[src/rtl/odr_pkg.sv]
package odr_pkg;

    typedef enum logic {
        ALIGN_SPLIT = 1'b0,
        ALIGN_RISE  = 1'b1
    } odr_align_e;

    localparam int ODR_LANES = 2;
    localparam int LANE_DAT  = 0;
    localparam int LANE_TRI  = 1;

endpackage

[src/rtl/odr_edge_reg.sv]
module odr_edge_reg #(
    parameter int           W         = 1,
    parameter bit           SR_IS_SET = 1'b0,
    parameter logic [W-1:0] INIT      = '0
) (
    input  logic         ck_i,
    input  logic         ce_i,
    input  logic         sr_i,
    input  logic [W-1:0] d_i,
    output logic [W-1:0] q_o
);

    localparam logic [W-1:0] SR_VAL = SR_IS_SET ? {W{1'b1}} : {W{1'b0}};

    typedef struct packed {
        logic [W-1:0] val;
    } edge_st_t;

    edge_st_t st_d;
    edge_st_t st_q = edge_st_t'(INIT);

    always_comb begin
        st_d = st_q;
        if (sr_i) begin
            st_d.val = SR_VAL;
        end else if (ce_i) begin
            st_d.val = d_i;
        end
    end

    always_ff @(posedge ck_i) begin
        st_q <= st_d;
    end

    assign q_o = st_q.val;

    // set/reset wins over enable
    assert_sr_load_R6: assert property (@(posedge ck_i) sr_i |=> (q_o == SR_VAL))
        else $error("set/reset did not load the register");

    // disabled register keeps its value
    assert_hold_R5: assert property (@(posedge ck_i) (!sr_i && !ce_i) |=> $stable(q_o))
        else $error("register changed while disabled");

    // enabled register captures its input
    assert_capture_R3: assert property (@(posedge ck_i) (!sr_i && ce_i) |=> (q_o == $past(d_i)))
        else $error("register missed an enabled capture");

endmodule

[src/rtl/odr_lane.sv]
module odr_lane
    import odr_pkg::*;
#(
    parameter int           W          = 1,
    parameter odr_align_e   ALIGN      = ALIGN_RISE,
    parameter bit           REGISTERED = 1'b1,
    parameter bit           SR_IS_SET  = 1'b0,
    parameter logic [W-1:0] INIT       = '0
) (
    input  logic         clk_i,
    input  logic         ce_i,
    input  logic         sr_i,
    input  logic [W-1:0] a_i,
    input  logic [W-1:0] b_i,
    output logic [W-1:0] q_o
);

    generate
        if (REGISTERED) begin : g_reg
            logic         clk_n;
            logic [W-1:0] rise_q;
            logic [W-1:0] fall_q;
            logic [W-1:0] fall_src;

            assign clk_n = ~clk_i;

            odr_edge_reg #(.W(W), .SR_IS_SET(SR_IS_SET), .INIT(INIT)) u_rise (
                .ck_i (clk_i),
                .ce_i (ce_i),
                .sr_i (sr_i),
                .d_i  (a_i),
                .q_o  (rise_q)
            );

            if (ALIGN == ALIGN_RISE) begin : g_rise_align
                logic [W-1:0] stage_q;

                odr_edge_reg #(.W(W), .SR_IS_SET(SR_IS_SET), .INIT(INIT)) u_stage (
                    .ck_i (clk_i),
                    .ce_i (ce_i),
                    .sr_i (sr_i),
                    .d_i  (b_i),
                    .q_o  (stage_q)
                );
                assign fall_src = stage_q;

                // falling register takes the bit staged on the rising edge
                assert_stage_handoff_R4: assert property (@(negedge clk_i)
                    (!sr_i && ce_i) |=> (fall_q == $past(stage_q)))
                    else $error("staged bit not handed to falling register");
            end else begin : g_split_align
                assign fall_src = b_i;
            end

            odr_edge_reg #(.W(W), .SR_IS_SET(SR_IS_SET), .INIT(INIT)) u_fall (
                .ck_i (clk_n),
                .ce_i (ce_i),
                .sr_i (sr_i),
                .d_i  (fall_src),
                .q_o  (fall_q)
            );

            assign q_o = clk_i ? rise_q : fall_q;
        end else begin : g_bypass
            assign q_o = a_i;
        end
    endgenerate

endmodule

[src/rtl/odr_cell.sv]
module odr_cell
    import odr_pkg::*;
#(
    parameter int           W          = 1,
    parameter odr_align_e   ALIGN      = ALIGN_RISE,
    parameter bit           REGISTERED = 1'b1,
    parameter bit           SR_IS_SET  = 1'b0,
    parameter logic [W-1:0] INIT_DAT   = '0,
    parameter logic [W-1:0] INIT_TRI   = '0
) (
    input  logic         clk_i,
    input  logic         srst_i,
    input  logic         dat_ce_i,
    input  logic [W-1:0] dat_a_i,
    input  logic [W-1:0] dat_b_i,
    input  logic         tri_ce_i,
    input  logic [W-1:0] tri_a_i,
    input  logic [W-1:0] tri_b_i,
    output logic [W-1:0] dat_o,
    output logic [W-1:0] tri_o
);

    logic [ODR_LANES-1:0]        ce_v;
    logic [ODR_LANES-1:0][W-1:0] a_v;
    logic [ODR_LANES-1:0][W-1:0] b_v;
    logic [ODR_LANES-1:0][W-1:0] q_v;

    assign ce_v[LANE_DAT] = dat_ce_i;
    assign ce_v[LANE_TRI] = tri_ce_i;
    assign a_v[LANE_DAT]  = dat_a_i;
    assign a_v[LANE_TRI]  = tri_a_i;
    assign b_v[LANE_DAT]  = dat_b_i;
    assign b_v[LANE_TRI]  = tri_b_i;

    generate
        for (genvar g = 0; g < ODR_LANES; g++) begin : g_lane
            localparam logic [W-1:0] LANE_INIT = (g == LANE_DAT) ? INIT_DAT : INIT_TRI;

            odr_lane #(
                .W          (W),
                .ALIGN      (ALIGN),
                .REGISTERED (REGISTERED),
                .SR_IS_SET  (SR_IS_SET),
                .INIT       (LANE_INIT)
            ) u_lane (
                .clk_i (clk_i),
                .ce_i  (ce_v[g]),
                .sr_i  (srst_i),
                .a_i   (a_v[g]),
                .b_i   (b_v[g]),
                .q_o   (q_v[g])
            );
        end
    endgenerate

    assign dat_o = q_v[LANE_DAT];
    assign tri_o = q_v[LANE_TRI];

endmodule

[config.mk]
export PLATFORM = sky130hd
export DESIGN_NAME = odr_cell
export DESIGN_NICKNAME = d
export VERILOG_FILES = /design/src/rtl/odr_pkg.sv /design/src/rtl/odr_edge_reg.sv /design/src/rtl/odr_lane.sv /design/src/rtl/odr_cell.sv
export SDC_FILE = /design/constraint.sdc
export NUM_CORES = 1
export LEC_CHECK = 0
export ABC_AREA = 0
export ABC_CLOCK_PERIOD_IN_PS = 950
export BUFFER_PORTS_ARGS = -buffer_cell sky130_fd_sc_hd__buf_2
export CELL_PAD_IN_SITES_DETAIL_PLACEMENT = 1
export CELL_PAD_IN_SITES_GLOBAL_PLACEMENT = 2
export CORE_AREA = 10 10 47 49
export CTS_CLUSTER_DIAMETER = 60
export DETAILED_ROUTE_END_ITERATION = 6
export DIE_AREA = 0 0 57 59
export GPL_TIMING_DRIVEN = 0
export HOLD_SLACK_MARGIN = 0.15
export PLACE_DENSITY = 0.55
export SLEW_MARGIN = 5
export SYNTH_ARGS = -nofsm -noshare
export SYNTH_HDL_FRONTEND = slang
export SYNTH_SLANG_ARGS = --single-unit
export TNS_END_PERCENT = 30
[constraint.sdc]
create_clock -name clk_i -period 0.95 [get_ports clk_i]
set_clock_uncertainty 0.1 [all_clocks]
set_input_delay 0.0475 -clock clk_i [delete_from_list [all_inputs] [get_ports clk_i]]
set_output_delay 0.0475 -clock clk_i [all_outputs]
set_load 0.03 [all_outputs]
==> impl_metrics.yaml <==
die:
  initial_core_util_pct: 16.34
  rows: 14
  io_pins: 10
  die_x_um: 57
  dieArea_um2: 3363
  die_y_um: 59
  core_area_um2: 1401
cells_and_area:
  final_core_util_pct: 32.32
  fin_nets: 56
  multi_input_area_um2: 112.6
  layout_common_cells: "7 x clkbuf_4, 7 x dlygate4sd3_1, 7 x buf_2"
  diodes: 0
  drive_gt1_share_pct: 50.00
  syn2layout_area_growth_pct: 97.81
  ff_latch_area_um2: 125.1
  final_area_um2: 452.9
  num-fill-cells: 179
synthesis:
  yosys.area.top_type: "dfxtp_1"
  syn_nets: 29
  synth_cells: 21
  synth.distinct_cells: 5
  netlist.area_leader.share_pct: 52.46
  ys_seq_area_share_pct: 52.46
  yosys-top-cells-area: "dfxtp_1 52%, mux2i_1 26%, mux2_2 9.8%, nor2_1 9.8%, inv_1 1.6%"
  netlist_area_um2: 229.0
  ys_warn_count: 0
  yosys_register_bits: 6
  synth_area_per_cell_um2: 10.90
power:
  power.density_nw_per_um2: 2312
  cellLeakagePower_nw: 0.2298
  total_power_mw: 1.047
  max-vdd-ir-drop_uv: 531.8
timing:
  rsz0062_at_grt: "true"
  setup_violations: 4
  fin_setup_tns_ns: -1.940
  hold_viol: 0
  worst_slack_ns: -0.8066
  tightestPinTransition_ns: 0.1549
  whs_ns: 0.1934
  slew_headroom_pct: 89.38
  slew_violations: 0
run:
  maxCapViolations: 0
routing:
  drtIter0Drc: 3
  drcViolationCount: 0
  detail_route.wl_per_cell_um: 12.48
  drt_pass1_iterations: 3
  wl_um: 774
  final_antenna_net_count: 0
  vias: 248
  route.detailed.vias_per_inst: 4.000
run_status:
  violations: "negative setup slack"
  status: "finished with violations"
worst_setup_path:
  end_kind: "primary output"
  critPathLaunchType: "flip-flop"
  worst_path_max_delay_cell: "dfxtp_2"
  required_ns: 0.80
  crit_arrival_ns: 1.61
  critPathKind: "reg -> out"
  path_cells: "mux2_4 > buf_6"
  crit_path_max_fanout: 2
  critical-path-max-stage-delay_ns: 0.31
global_route:
  grt_use_met1_pct: 4.132
  gr-total-overflow: 0
  globalRouteMet3Util_pct: 2.790
  grt_max_degree: 5
  grt.total_usage_pct: 6.080
  grt_pass1_vias: 326
  met2_usage_pct: 7.442
  grt_pass1_wl_um: 1352
  globalRoute.busiestLayer: "met4"
  antenna_found_initial: 0
clock_tree:
  clock_latency_ns: 0.42
  cts_tree: "built"
  clk_pin_slew_worst_paths_ns: 0.03
place:
  place_area_um2: 301.5
  hpwl_um: 474.4
  portBuffers: 9
  place_congestion: 0.6185
min_path:
  hold_class: "in -> reg"
## path summary, 6_finish.rpt
kind / slack, ns / depth (start not counted) / startpoint / endpoint
setup / recovery: -0.81 / 2 / g_lane[1].u_lane.g_reg.u_fall.q_o / tri_o
hold / removal: 0.19 / 2 / srst_i / g_lane[1].u_lane.g_reg.u_fall.q_o
setup reg to reg: -0.18 / 2 / g_lane[1].u_lane.g_reg.g_rise_align.u_stage.q_o / g_lane[1].u_lane.g_reg.u_fall.q_o
hold reg to reg: 0.39 / 2 / g_lane[0].u_lane.g_reg.u_fall.q_o / g_lane[0].u_lane.g_reg.u_fall.q_o
## registers in the layout (all words and copies together), names as in the netlist
register                                      flops
g_lane.u_lane.g_reg.u_fall.q_o                    2
g_lane.u_lane.g_reg.u_rise.q_o                    2
g_lane.u_lane.g_reg.g_rise_align.u_stage.q_o      2
## routing by layer
| metal | part of all wire, % | wire length, µm | vias to the layer above |
|---|---|---|---|
| li1 | - | - | 121 |
| met1 | 34 | 266 | 116 |
| met2 | 58 | 448 | 6 |
| met3 | 1.4 | 11 | 5 |
| met4 | 6.1 | 47 | 0 |
| met5 | 0 | 0 | - |
## timing repair
action                                  4_1_cts  5_1_grt
hold buffers                                  7        0
endpoints found under the setup margin        4        4
endpoints found under the hold margin         4        0
resized for setup                             5        3
buffers inserted                              1        0
## synth_stat cells
library cell	number
dfxtp_1	6
nor2_1	6
inv_1	1
mux2_2	2
mux2i_1	6
## critical path, delay by kind of cell (launching register included)
kind | cells | cell delay [ns]
flip-flops | 1 | 0.31
buffers and inverters | 1 | 0.14
multiplexers | 1 | 0.27
## logic make-up (layout without fill, tap and decap cells)
logic type,Yosys count,after routing,share of synthesized area [%]
mux,8,8,36.07
flops,6,6,52.46
buf+inv,1,26,1.638
simple gates,6,6,9.835
## power by group
| part | leakage (nW) | internal [mW] | switching [mW] | total [mW] |
|---|---|---|---|---|
| registers | 0.0509 | 0.268 | 0.00691 | 0.275 |
| clock network | 0.0710 | 0.439 | 0.264 | 0.703 |
| logic | 0.108 | 0.0444 | 0.0249 | 0.0692 |
| total | 0.230 | 0.751 | 0.296 | 1.05 |
## cell type report
class	instances	share of cell area (%)
clock inverter	2	1.657
tap	16	4.420
multi-input combinational	14	24.86
timing repair buffer	15	24.86
sequential	6	27.62
clock buffer	9	16.57
## metrics by stage
stage / worst slack (ns) / instances
5_1_grt: -0.8605 / 62
6_report: -0.8066 / 62
4_1_cts: -0.8154 / 62
2_1_floorplan: -0.2714 / 21
3_3_place_gp: -0.3892 / 46
3_5_place_dp: -0.3904 / 46
Note: power is estimated with default switching activity, not from simulation.
